<file path="config.mk">
export PLATFORM = sky130hd
export DESIGN_NAME = susp_seq
export DESIGN_NICKNAME = d
export VERILOG_FILES = /design/src/rtl/susp_seq.sv
export SDC_FILE = /design/constraint.sdc
export NUM_CORES = 1
export LEC_CHECK = 0
export ABC_CLOCK_PERIOD_IN_PS = 3400
export BUFFER_PORTS_ARGS = -buffer_cell sky130_fd_sc_hd__buf_2
export CAP_MARGIN = 20
export CELL_PAD_IN_SITES_DETAIL_PLACEMENT = 1
export CELL_PAD_IN_SITES_GLOBAL_PLACEMENT = 2
export CORE_ASPECT_RATIO = 0.8
export CORE_MARGIN = 3
export CORE_UTILIZATION = 36
export DETAILED_ROUTE_END_ITERATION = 6
export PLACE_DENSITY_LB_ADDON = 0.1
export SLEW_MARGIN = 20
export SYNTH_ARGS = -nofsm -noshare
export SYNTH_HDL_FRONTEND = slang
export SYNTH_SLANG_ARGS = --single-unit
</file>
<file path="constraint.sdc">
create_clock -name clk -period 3.4 [get_ports clk]
set_input_delay 0 -clock clk [delete_from_list [all_inputs] [get_ports clk]]
set_output_delay 0 -clock clk [all_outputs]
set_load 0.05 [all_outputs]
</file>
<file path="src/rtl/susp_seq.sv">
module susp_seq #(
  parameter int FILTER_CYCLES = 8,
  parameter int WP_TO_AWAKE   = 2,
  parameter int AWAKE_TO_OUT  = 3,
  parameter int OUT_TO_IN     = 20,
  parameter int IN_TO_AWAKE   = 2,
  parameter int MAX_REL       = 512,
  parameter int CYC_W         = 10
) (
  input  logic             clk,
  input  logic             rst_n,
  input  logic             suspend_req,
  input  logic             filter_en,
  input  logic [CYC_W-1:0] wp_cycles,
  input  logic [CYC_W-1:0] hold_cycles,
  output logic             awake,
  output logic             wp_lock,
  output logic             out_hold,
  output logic             in_disable
);

  localparam int FW    = $clog2(FILTER_CYCLES + 1);
  localparam int SP_A  = (WP_TO_AWAKE > AWAKE_TO_OUT) ? WP_TO_AWAKE : AWAKE_TO_OUT;
  localparam int SP_B  = (OUT_TO_IN > IN_TO_AWAKE) ? OUT_TO_IN : IN_TO_AWAKE;
  localparam int SPMAX = (SP_A > SP_B) ? SP_A : SP_B;
  localparam int CW    = $clog2(((SPMAX > MAX_REL) ? SPMAX : MAX_REL) + 1);

  typedef enum logic [2:0] {
    ST_AWAKE, ST_ENTER_WP, ST_ENTER_OUT, ST_ENTER_IN,
    ST_SUSPENDED, ST_EXIT_IN, ST_EXIT_AWAKE, ST_RELEASE
  } state_t;

  function automatic logic [CW-1:0] eff_delay(input logic [CYC_W-1:0] v);
    int x;
    x = int'(v);
    if (x == 0) x = 1;
    else if (x > MAX_REL) x = MAX_REL;
    return CW'(x);
  endfunction

  logic          s_meta, s_sync, req_q;
  logic [FW-1:0] flt_cnt;
  state_t        st, st_n;
  logic [CW-1:0] cnt, cnt_n;
  logic [CW-1:0] wp_n, hold_n, rel_max;

  assign wp_n    = eff_delay(wp_cycles);
  assign hold_n  = eff_delay(hold_cycles);
  assign rel_max = (wp_n > hold_n) ? wp_n : hold_n;

  always_ff @(posedge clk or negedge rst_n) begin
    if (!rst_n) begin
      s_meta <= 1'b0;
      s_sync <= 1'b0;
    end else begin
      s_meta <= suspend_req;
      s_sync <= s_meta;
    end
  end

  always_ff @(posedge clk or negedge rst_n) begin
    if (!rst_n) begin
      req_q   <= 1'b0;
      flt_cnt <= '0;
    end else if (!filter_en) begin
      req_q   <= s_sync;
      flt_cnt <= '0;
    end else if (s_sync == req_q) begin
      flt_cnt <= '0;
    end else if (flt_cnt == FW'(FILTER_CYCLES - 1)) begin
      req_q   <= s_sync;
      flt_cnt <= '0;
    end else begin
      flt_cnt <= flt_cnt + 1'b1;
    end
  end

  always_comb begin
    st_n  = st;
    cnt_n = cnt;
    case (st)
      ST_AWAKE:
        if (req_q) begin
          st_n  = ST_ENTER_WP;
          cnt_n = CW'(WP_TO_AWAKE - 1);
        end
      ST_ENTER_WP:
        if (cnt == '0) begin
          st_n  = ST_ENTER_OUT;
          cnt_n = CW'(AWAKE_TO_OUT - 1);
        end else cnt_n = cnt - 1'b1;
      ST_ENTER_OUT:
        if (cnt == '0) begin
          st_n  = ST_ENTER_IN;
          cnt_n = CW'(OUT_TO_IN - 1);
        end else cnt_n = cnt - 1'b1;
      ST_ENTER_IN:
        if (cnt == '0) st_n = ST_SUSPENDED;
        else cnt_n = cnt - 1'b1;
      ST_SUSPENDED:
        if (!req_q) begin
          st_n  = ST_EXIT_IN;
          cnt_n = CW'(IN_TO_AWAKE - 1);
        end
      ST_EXIT_IN:
        if (req_q) st_n = ST_SUSPENDED;
        else if (cnt == '0) st_n = ST_EXIT_AWAKE;
        else cnt_n = cnt - 1'b1;
      ST_EXIT_AWAKE:
        if (req_q) st_n = ST_SUSPENDED;
        else begin
          st_n  = ST_RELEASE;
          cnt_n = CW'(1);
        end
      ST_RELEASE:
        if (req_q) st_n = ST_SUSPENDED;
        else if (cnt >= rel_max) st_n = ST_AWAKE;
        else cnt_n = cnt + 1'b1;
      default: st_n = ST_AWAKE;
    endcase
  end

  always_ff @(posedge clk or negedge rst_n) begin
    if (!rst_n) begin
      st  <= ST_AWAKE;
      cnt <= '0;
    end else begin
      st  <= st_n;
      cnt <= cnt_n;
    end
  end

  assign awake      = (st == ST_AWAKE) || (st == ST_ENTER_WP) ||
                      (st == ST_EXIT_AWAKE) || (st == ST_RELEASE);
  assign wp_lock    = (st == ST_RELEASE) ? (cnt < wp_n) : (st != ST_AWAKE);
  assign out_hold   = (st == ST_RELEASE) ? (cnt < hold_n) :
                      ((st == ST_ENTER_IN) || (st == ST_SUSPENDED) ||
                       (st == ST_EXIT_IN) || (st == ST_EXIT_AWAKE));
  assign in_disable = (st == ST_SUSPENDED);

endmodule

</file>
==> metrics, run 1 <==
Worst-path clk slew ~0.07 ns; Crit-path slowest cell or3_4; number of global-route vias before repair 3076; Net Count, Synth 405; Post-Syn Area approximately 2800 sq um; initial core utilization 37.4%; sequential area share after synthesis roughly 18%; Clk pwr share ~6.6%; crit path cell chain buf_6, inv_2, buf_6, nand2_4, ha_4, nand4_1, buf_4, buf_4, nor2_4, o21ai_4, clkbuf_16, buf_4, mux2_4, ha_4, a41oi_1, or3_4, a31o_4, a32oi_4, clkbuf_16, a32o_1; port bufs 27; final hold slack 0.0224 ns; drt total wl 10800 microns; combinational power share 75.1%; utilization after layout 53.7%; Fmax achieved 295 MHz; post-DP HPWL around 7700 microns; Synth Warn # 0; pwr dens 600 nW/um^2; core area 7460 sq um; Post-synth EDFFs 0; clock sink count 20; crit path capture type flop; DR vias/cell 5.83; gr usage total 24.4%; Synth area leader ha_1; syn_area_per_cell between 8 and 9 sq um; FF+latch count, synth 20; r2r worst-path depth 8; Max Slew Vio Count 0; Horiz. Die Dim ~100 microns; VDD IR max 0.343 mV; slew at the pin closest to its max-slew limit between 0.7 and 0.8 ns; Rel. slew slack 52.3%; share of cells above drive strength 1 39.8%; antenna-violating nets left 0; P_int 1.17 mW; Multi-input gate area ~2500 sq um; Critical Path Most Common Cell buf_4; top cells by count, synth ha_1, nand2_1, nor2_1; post-layout min period 3.39 ns; latest clock arrival within the worst-skew pair 0.26 ns; CTS tree done; RSZ-0062 raised after global routing true; critical path's largest stage delay 0.35 ns; setup TNS 0 ns; kind of critical path in -> reg; CP max FO 5; die height 84.7 microns; top-level I/O count 28; Crit path arrival time 3.59 ns; static leakage power roughly 1.8 nW; Startpoint Class input port; # H-tree levels 1; count of final hold-check violations 0; Clock Skew 0.00240 ns; final setup fails 0; # fillers 880; largest net degree at the start of global routing 23; status finished clean; final RePlAce weighted congestion approximately 0.88; Psw 1.24 mW; ANT cells 0; share of synthesized registers carrying an async set or reset 100%; nets 485; Longest Clk Path Bufs 2; DP Area 3350 sq um; Mapped Cells 339; first-pass GRT wire length 17100 microns; most frequent cell after synthesis ha_1; # DRC 0; via count 3044; Seq pwr share between 15 and 20%; Die ar. 8850 sq um; Synth area leaders ha_1, dfrtp_1, nand2_1, a21oi_1, mux2_2; top-area cell type share of the netlist area 18.8%; Worst Path Required 3.60 ns; synth-to-layout area growth 43.7%; total power draw 2.41 mW; hold crit path type in -> reg; DRT iter0 DRCs ~190; Most used DFF post-synth dfrtp_1; clock root cell clkbuf_8; period utilization 99.8%; initial antenna violation count 0; Reg area 500 sq um; design area 4010 sq um; Initial DRT Pass Iterations 4; sw frac around half; max-cap viol count 0; hold path depth 2; WL/cell between 20 and 25 microns; Cell variety after synth 70; Rows 28; CTS Buf Count 3; Congestion Overflow GR 0
final cells by class:
cell class	count	share of cell area (%)
Timing Repair Buffer	93	18.7
Inverter	18	1.81
Tap cell	105	3.28
Clock buffer	3	1.03
Sequential cell	20	12.5
Multi-Input combinational cell	283	62.7
timing repair:
item | CTS | global route
hold buffers | 2 | 0
endpoints found under the hold margin | 21 | 0
endpoints found under the setup margin | 12 | 12
pin swaps | 14 | 29
buffers inserted | 9 | 3
cloned | 2 | 0
resized for setup | 39 | 53
power groups by stage:
stage	Combinational, mW	Sequential, mW	Clock (mW)
finish	1.81	0.440	0.158
global route	1.96	0.455	0.176
CTS	1.72	0.436	0.164
detailed placement	1.50	0.436	0
global placement	1.48	0.436	0
floorplan	1.17	0.342	0
registers in the layout (all words and copies together), names as in the netlist:
register / count
st: 3
s_meta: 1
cnt: 10
req_q: 1
flt_cnt: 4
s_sync: 1
cell usage in the layout (no fill, tap or decap), types with 3 or more instances in the layout:
cell	count
a21o_1	9
a21oi_1	19
a21oi_2	3
a22o_1	4
a22oi_1	3
a32o_1	3
and3_1	4
buf_2	22
buf_4	56
buf_6	7
clkbuf_8	3
dfrtp_1	20
ha_1	28
ha_4	14
inv_1	14
mux2_4	8
mux2i_1	3
nand2_1	27
nand2_4	7
nand3_1	9
nand4_1	9
nor2_1	20
nor2_2	5
nor2b_1	4
nor3_1	8
nor4_4	3
o211a_1	3
o211ai_1	5
o21ai_0	13
o21ai_2	3
o31ai_1	4
xnor2_1	5
worst max-delay path, delay by kind of cell:
family / cells / cell delay [ns]
adder cells (fa/ha/maj): 2 / 0.52
multiplexers: 1 / 0.31
AO/OA/AOI/OAI: 5 / 0.81
AND/OR/NAND/NOR: 4 / 0.75
buffers and inverters: 8 / 1.20
worst paths after layout:
path | start | endpoint | slack (ns)
min | filter_en | flt_cnt[1] | 0.02
max in group asynchronous | rst_n | st[2] | 2.80
min reg2reg | s_meta | s_sync | 0.36
max reg2reg | cnt[0] | cnt[5] | 0.69
max | hold_cycles[9] | cnt[9] | 0.006
min in group asynchronous | rst_n | cnt[5] | 0.25
per-layer routing:
layer | vias to the layer above | wire length [microns] | GRT usage [%]
met4 | 0 | 8 | 3.14
met1 | 1527 | 5510 | 37.7
met3 | 2 | 537 | 4.15
met5 | - | 0 | 0
met2 | 71 | 4770 | 35.9
li1 | 1444 | - | -
cells by family (layout without fill, tap and decap cells):
family                     count (synthesis)  in the layout  share of synthesized area (%)
buffers and inverters                     36            114                           6.91
and+or+nand+nor                          122            122                           23.2
muxes                                     12             12                           4.71
xor gates and xnor gates                   7              7                           2.20
DFF                                       20             20                           17.9
adders and majority gates                 42             42                           18.8
AOI/OAI and AO/OA                        100            100                           26.2
stage by stage:
step	worst slack [ns]	std cells
2_1_floorplan	0.0280	339
3_3_place_gp	-0.355	504
3_5_place_dp	-0.464	504
4_1_cts	0.00184	519
5_1_grt	-0.123	522
6_report	0.00640	522
Power figures use the tool's default switching activity.
==> run 2: changes to the inputs <==
--- a/config.mk
+++ b/config.mk
@@ -7,11 +7,10 @@
 export LEC_CHECK = 0
 export ABC_CLOCK_PERIOD_IN_PS = 3400
 export BUFFER_PORTS_ARGS = -buffer_cell sky130_fd_sc_hd__buf_2
-export CAP_MARGIN = 20
 export CELL_PAD_IN_SITES_DETAIL_PLACEMENT = 1
 export CELL_PAD_IN_SITES_GLOBAL_PLACEMENT = 2
 export CORE_ASPECT_RATIO = 0.8
-export CORE_MARGIN = 3
+export CORE_MARGIN = 2
 export CORE_UTILIZATION = 36
 export DETAILED_ROUTE_END_ITERATION = 6
 export PLACE_DENSITY_LB_ADDON = 0.1
==> run 2 against run 1 <==
  * Wire length up 6.7%
  * Register-to-register slack improved by 0.03 ns
  * Sequential cell count is the same
  * Worst hold slack gained 0.19 ns
  * Non-clock buffer count stayed put
  * Clock power is 59% higher
  * Fmax about the same
  * Die area fell by 4.2%
  * Sequential power rose by 5.9%
  * First-iteration DRC count decreased by 22%
  * Cell area fell by 3.2%
==> metrics, run 2 (synthesized netlist as in run 1, its figures left out) <==
Initial DRT Pass Iterations 5 (+1); post-DP HPWL 7900 microns (+2.7%); gr usage total 27.2% (+2.8 points); period utilization 99.8% (about the same); DP Area 3320 sq um (-0.67%); final hold slack 0.210 ns (+0.188 ns); Global Route met3 Usage 4.97% (+0.82 points); status finished clean; VDD IR max 0.241 mV (-30%); via count 3103 (+1.9%); ANT cells 0 (unchanged); CTS tree done; number of global-route vias before repair 3063 (-0.42%); core area 7460 sq um (unchanged); static leakage power 1.80 nW (-2.6%); utilization after layout 52.0% (-1.7 points); slew at the pin closest to its max-slew limit 0.809 ns (+0.0935 ns); Critical R2R Capture cnt[5]; top-level I/O count 28 (unchanged); initial antenna violation count 0 (unchanged); share of cells above drive strength 1 37.3% (-2.5 points); max-cap viol count 0 (unchanged); hold crit path type in -> async; DR vias/cell 5.93 (+1.7%); kind of critical path in -> reg; Rel. slew slack 46.1% (-6.2 points); synth-to-layout area growth 39.1%; Worst Path Required 3.61 ns (about the same); Horiz. Die Dim 102 microns (-1.9%); Reg area 500 sq um (unchanged); Longest Clk Path Bufs 2 (unchanged); latest clock arrival within the worst-skew pair 0.27 ns (about the same); r2r worst-path depth 6 (-2); post-layout min period 3.39 ns (-0.000504 ns); Post-Layout Cell Count 523 (+0.19%); Startpoint Class input port; count of final hold-check violations 0 (unchanged); final setup fails 0 (unchanged); gr busiest metal met2; clock sink count 20 (unchanged); # H-tree levels 1 (unchanged); final RePlAce weighted congestion 0.894 (+1.2%); largest net degree at the start of global routing 25 (+8.7%); Congestion Overflow GR 0 (unchanged); most common library cell in the layout ignoring fill and taps buf_4; pwr dens 643 nW/um^2 (+7.1%); max reg flops 10 (unchanged); clock root cell clkbuf_8; port bufs 27 (unchanged); biggest regs cnt (10), flt_cnt (4), st (3); total power draw 2.50 mW (+3.8%); CTS Buf Count 3 (unchanged); DP Cell Count 501 (-0.60%); setup slack, reg-to-reg 0.72 ns (+0.03 ns); # fillers 884 (+0.45%); commonest cells after routing, fill and taps aside buf_4, nand2_1, ha_1, buf_2; Clock Skew 0.00568 ns (+0.00329 ns); first-pass GRT wire length 17400 microns (+1.5%); # DRC 0 (unchanged); design area 3880 sq um (-3.2%); antenna-violating nets left 0 (unchanged); Max Slew Vio Count 0 (unchanged); Crit path arrival time 3.60 ns (about the same); Fmax achieved 295 MHz (about the same); Largest Register cnt; WL/cell 22.1 microns (+6.5%); min setup slack post-route 0.00690 ns (+0.000504 ns); setup TNS 0 ns (unchanged); CP max FO 6 (+1); Rows 28 (unchanged); Worst-path clk slew 0.09 ns (+0.02 ns); initial core utilization 37.4% (unchanged); met1 usage 40.9% (+3.3 points); DRT iter0 DRCs 147 (-22%); drt total wl 11500 microns (+6.7%); nets 485 (unchanged); pre-CTS setup slack -0.630 ns (-0.166 ns); M2 GR Usage 41.3% (+5.4 points); crit path capture type flop; Multi-input gate area 2420 sq um (-3.6%); die height 82.7 microns (-2.4%); Die ar. 8480 sq um (-4.2%); R2R Path Start cnt[7]
## run 2: cell count changes in the layout (fill, tap and decap cells not counted), sizes merged
| cell | previous run | this run |
|---|---|---|
| buf | 89 | 90 |
| clkinv | 0 | 2 |
| dlygate4sd3 | 2 | 3 |
| clkbuf | 5 | 3 |
| inv | 18 | 16 |
| bufinv | 0 | 1 |
## run 2: critical path, stage by stage
cell and delay [ns]:
buf_4 0.10, clkinv_4 0.05, buf_6 0.13, nand2_1 0.08
inv_1 0.05, ha_1 0.33, nand4_1 0.16, nor2_2 0.19
o21ai_2 0.09, nand3b_1 0.13, o21ai_4 0.08, buf_6 0.14
buf_4 0.14, mux2_4 0.31, ha_4 0.28, a41oi_2 0.15
or3_4 0.37, a31o_4 0.25, a32oi_4 0.23, buf_6 0.18
a22o_1 0.15
## run 2: report_power, final
group	switching [mW]	internal [mW]
logic	1.01	0.767
clock network	0.0934	0.158
registers	0.179	0.287
total	1.29	1.21
## run 2: worst max-delay path by stage
stage	startpoint	endpoint	slack (ns)	cells after the start
5_1_grt	wp_cycles[9]	cnt[5]	-0.09	21
6_report	wp_cycles[9]	cnt[5]	0.007	21
3_3_place_gp	hold_cycles[5]	cnt[0]	-0.45	18
2_1_floorplan	wp_cycles[9]	cnt[0]	0.03	16
4_1_cts	hold_cycles[8]	cnt[4]	-0.07	20
3_5_place_dp	hold_cycles[5]	cnt[0]	-0.63	18
## run 2: timing repair
item                                   in CTS  in global routing
hold buffers                                3                  0
pin swaps                                  19                 21
gates cloned                                1                  0
endpoints found under the hold margin      22                  0
setup endpoints to repair                  12                 12
gates resized for setup                    40                 35
setup buffers                              13                  6
## run 2: area by class of cell
type                       count  area share (%)
sequential                    20            12.9
tap                          105            3.38
inverter                      18            1.90
clock inverter                 1           0.773
timing repair buffer          93            17.6
clock buffer                   3            1.06
multi-input combinational    283            62.4
## run 2: metal layers
metal	up-vias	share of wire [%]
met5	-	0
li1	1441	-
met2	89	45
met4	0	1.3
met3	16	4.6
met1	1557	49
==> run 3: changes to the inputs <==
==> constraint.sdc (replaced) <==
create_clock -name clk -period 3.4 [get_ports clk]
set_input_delay 0 -clock clk [delete_from_list [all_inputs] [get_ports clk]]
set_output_delay 0 -clock clk [all_outputs]
set_load 0.1 [all_outputs]
==> run 3 against run 2 <==
  * Clock power barely moved
  * Critical path depth fell by 1
  * Core utilization fell by 0.13 points
  * Register-to-register slack got worse by 0.13 ns
  * Sequential share of layout area barely moved
  * Total power rose by 0.19%
  * Cell count fell by 0.76%
  * Setup slack improved by 0.096 ns
  * Fmax rose by 2.9%
  * Sequential power rose by 4.9%
  * Largest cell class unchanged
==> metrics, run 3 (synthesized netlist as in run 1, its figures left out) <==
initial core utilization 37.4% (unchanged); status finished clean; Clk pwr share 9.9% (-0.2 points); static leakage power 1.79 nW (-0.70%); final setup fails 0 (unchanged); VDD IR max 0.287 mV (+19%); kind of critical path in -> reg; combinational power share 70.6% (-0.7 points); core area 7460 sq um (unchanged); Congestion Overflow GR 0 (unchanged); setup slack, reg-to-reg 0.59 ns (-0.13 ns); top sig layer met4; sw frac 52.5% (+1.1 points); R2R Path Start cnt[1]; Initial DRT Pass Iterations 4 (-1); biggest regs cnt (10), flt_cnt (4), st (3); Rel. slew slack 49.3% (+3.3 points); largest net degree at the start of global routing 23 (-8.0%); drt total wl 10600 microns (-8.5%); design area 3870 sq um (-0.26%); Seq pwr share 19.5% (+0.8 points); Clock Skew 0.00293 ns (-0.00276 ns); pwr dens 646 nW/um^2 (+0.45%); CP max FO 5 (-1); Horiz. Die Dim 102 microns (unchanged); max-cap viol count 0 (unchanged); # DRC 0 (unchanged); first-pass GRT wire length 16900 microns (-3.0%); Critical Path End cnt[5]; met2 WL 4620 microns (-11%); met1 WL 5150 microns (-9.3%); most common library cell in the layout ignoring fill and taps buf_4; nets 481 (-0.82%); hold crit path type in -> async; post-DP HPWL 7720 microns (-2.2%); count of final hold-check violations 0 (unchanged); ANT cells 0 (unchanged); Crit path arrival time 3.50 ns (-0.10 ns); CTS Buf Count 3 (unchanged); die height 82.7 microns (unchanged); start point of the critical path hold_cycles[1]; r2r worst-path depth 8 (+2); DP Area 3310 sq um (-0.45%); period utilization 97.0% (-2.8 points); WL/cell 20.4 microns (-7.8%); via count 2995 (-3.5%); final RePlAce weighted congestion 0.877 (-1.9%); Rows 28 (unchanged); latest clock arrival within the worst-skew pair 0.27 ns (about the same); initial antenna violation count 0 (unchanged); # H-tree levels 1 (unchanged); commonest cells after routing, fill and taps aside buf_4, ha_1, nand2_1, buf_2, nor2_1; clock root cell clkbuf_8; number of global-route vias before repair 2984 (-2.6%); Worst Path Required 3.60 ns (about the same); DRT iter0 DRCs 148 (+0.68%); Die ar. 8480 sq um (unchanged); Startpoint Class input port; Psw 1.31 mW (+2.2%); post-layout min period 3.30 ns (-0.0963 ns); CTS tree done; share of cells above drive strength 1 37.7% (+0.36 points); max reg flops 10 (unchanged); crit path capture type flop; Largest Register cnt; P_int 1.19 mW (-2.0%); DR WL met3 714 microns (+35%); gr usage total 26.1% (-1.1 points); top-level I/O count 28 (unchanged); clock sink count 20 (unchanged); Worst-path clk slew 0.08 ns (about the same); Critical R2R Capture cnt[5]; Max Slew Vio Count 0 (unchanged); slew at the pin closest to its max-slew limit 0.760 ns (-0.0488 ns); antenna-violating nets left 0 (unchanged); Fmax achieved 303 MHz (+2.9%); DR vias/cell 5.77 (-2.7%); port bufs 27 (unchanged); Longest Clk Path Bufs 2 (unchanged); final hold slack 0.225 ns (+0.0141 ns); synth-to-layout area growth 38.8%
## run 3: changes by cell type in the layout (fill, tap and decap cells not counted), moves of 2 or more
| cell | change |
|---|---|
| buf_4 | -5 |
| nand2_4 | +4 |
| mux2_2 | +3 |
| mux2_4 | -3 |
| a21oi_2 | +2 |
| buf_6 | -2 |
| inv_1 | -2 |
| inv_2 | +2 |
| nand2_1 | -2 |
| nand2_2 | -2 |
## run 3: worst max-delay path, cell delays in order
cell and delay (ns):
buf_2 0.12, nor4_4 0.31, a21oi_2 0.09, nor2_2 0.12, ha_2 0.18, nor2b_2 0.04
o21ai_2 0.14, nand3b_1 0.14, o21ai_4 0.18, buf_6 0.13, buf_16 0.11, mux2_2 0.32
ha_1 0.27, nand2b_4 0.11, a211oi_2 0.07, or3_4 0.38, a31o_4 0.25, a32oi_4 0.20
buf_6 0.16, a22o_1 0.15
## run 3: worst min-delay path by stage
stage,to,slack (ns),cells after the start
global placement,cnt[2],-0.005,1
CTS,cnt[2],0.25,2
detailed placement,cnt[2],-0.0004,1
global route,cnt[3],0.26,2
finish,cnt[3],0.22,2
floorplan,cnt[0],-0.30,0
## run 3: cell type report
cell class	count	area [sq um]
Timing Repair Buffer	89	669
Clock inverter	1	30.0
Tap cell	105	131
Fill cell	890	3590
Inverter	18	75.1
Clock buffer	3	41.3
Multi-Input combinational cell	283	2420
Sequential cell	20	500
## run 3: power groups by stage
stage | Sequential (mW) | Combinational (mW) | Clock, mW
floorplan | 0.342 | 1.25 | 0
detailed placement | 0.481 | 1.54 | 0
global placement | 0.479 | 1.50 | 0
finish | 0.489 | 1.76 | 0.248
global route | 0.506 | 1.91 | 0.262
CTS | 0.482 | 1.76 | 0.251
## run 3: metal layers
metal | track usage, % | up-vias
met5 | 0 | -
met4 | 2.53 | 0
met1 | 40.5 | 1461
li1 | - | 1441
met3 | 3.96 | 12
met2 | 38.8 | 81
## run 3: timing repair
item                       CTS  global route
gates resized for setup     36            36
hold endpoints to repair    22             0
cloned                       2             0
setup endpoints to repair   12            12
hold buffers                 3             0
pin swaps                   20            19
buffers inserted            14             1
## run 3: per-stage QoR
stage	std cells	utilization (%)	setup WS [ns]	TNS [ns]	total power, mW
after detailed placement	499	44.3	-0.602	-6.48	2.02
after CTS	521	50.4	-0.0933	-0.736	2.50
after floorplan	339	-	0.0280	0	1.59
after global placement	499	44.3	-0.469	-5.12	1.98
final	519	51.9	0.103	0	2.50
after global routing	519	51.9	-0.00686	-0.00851	2.67
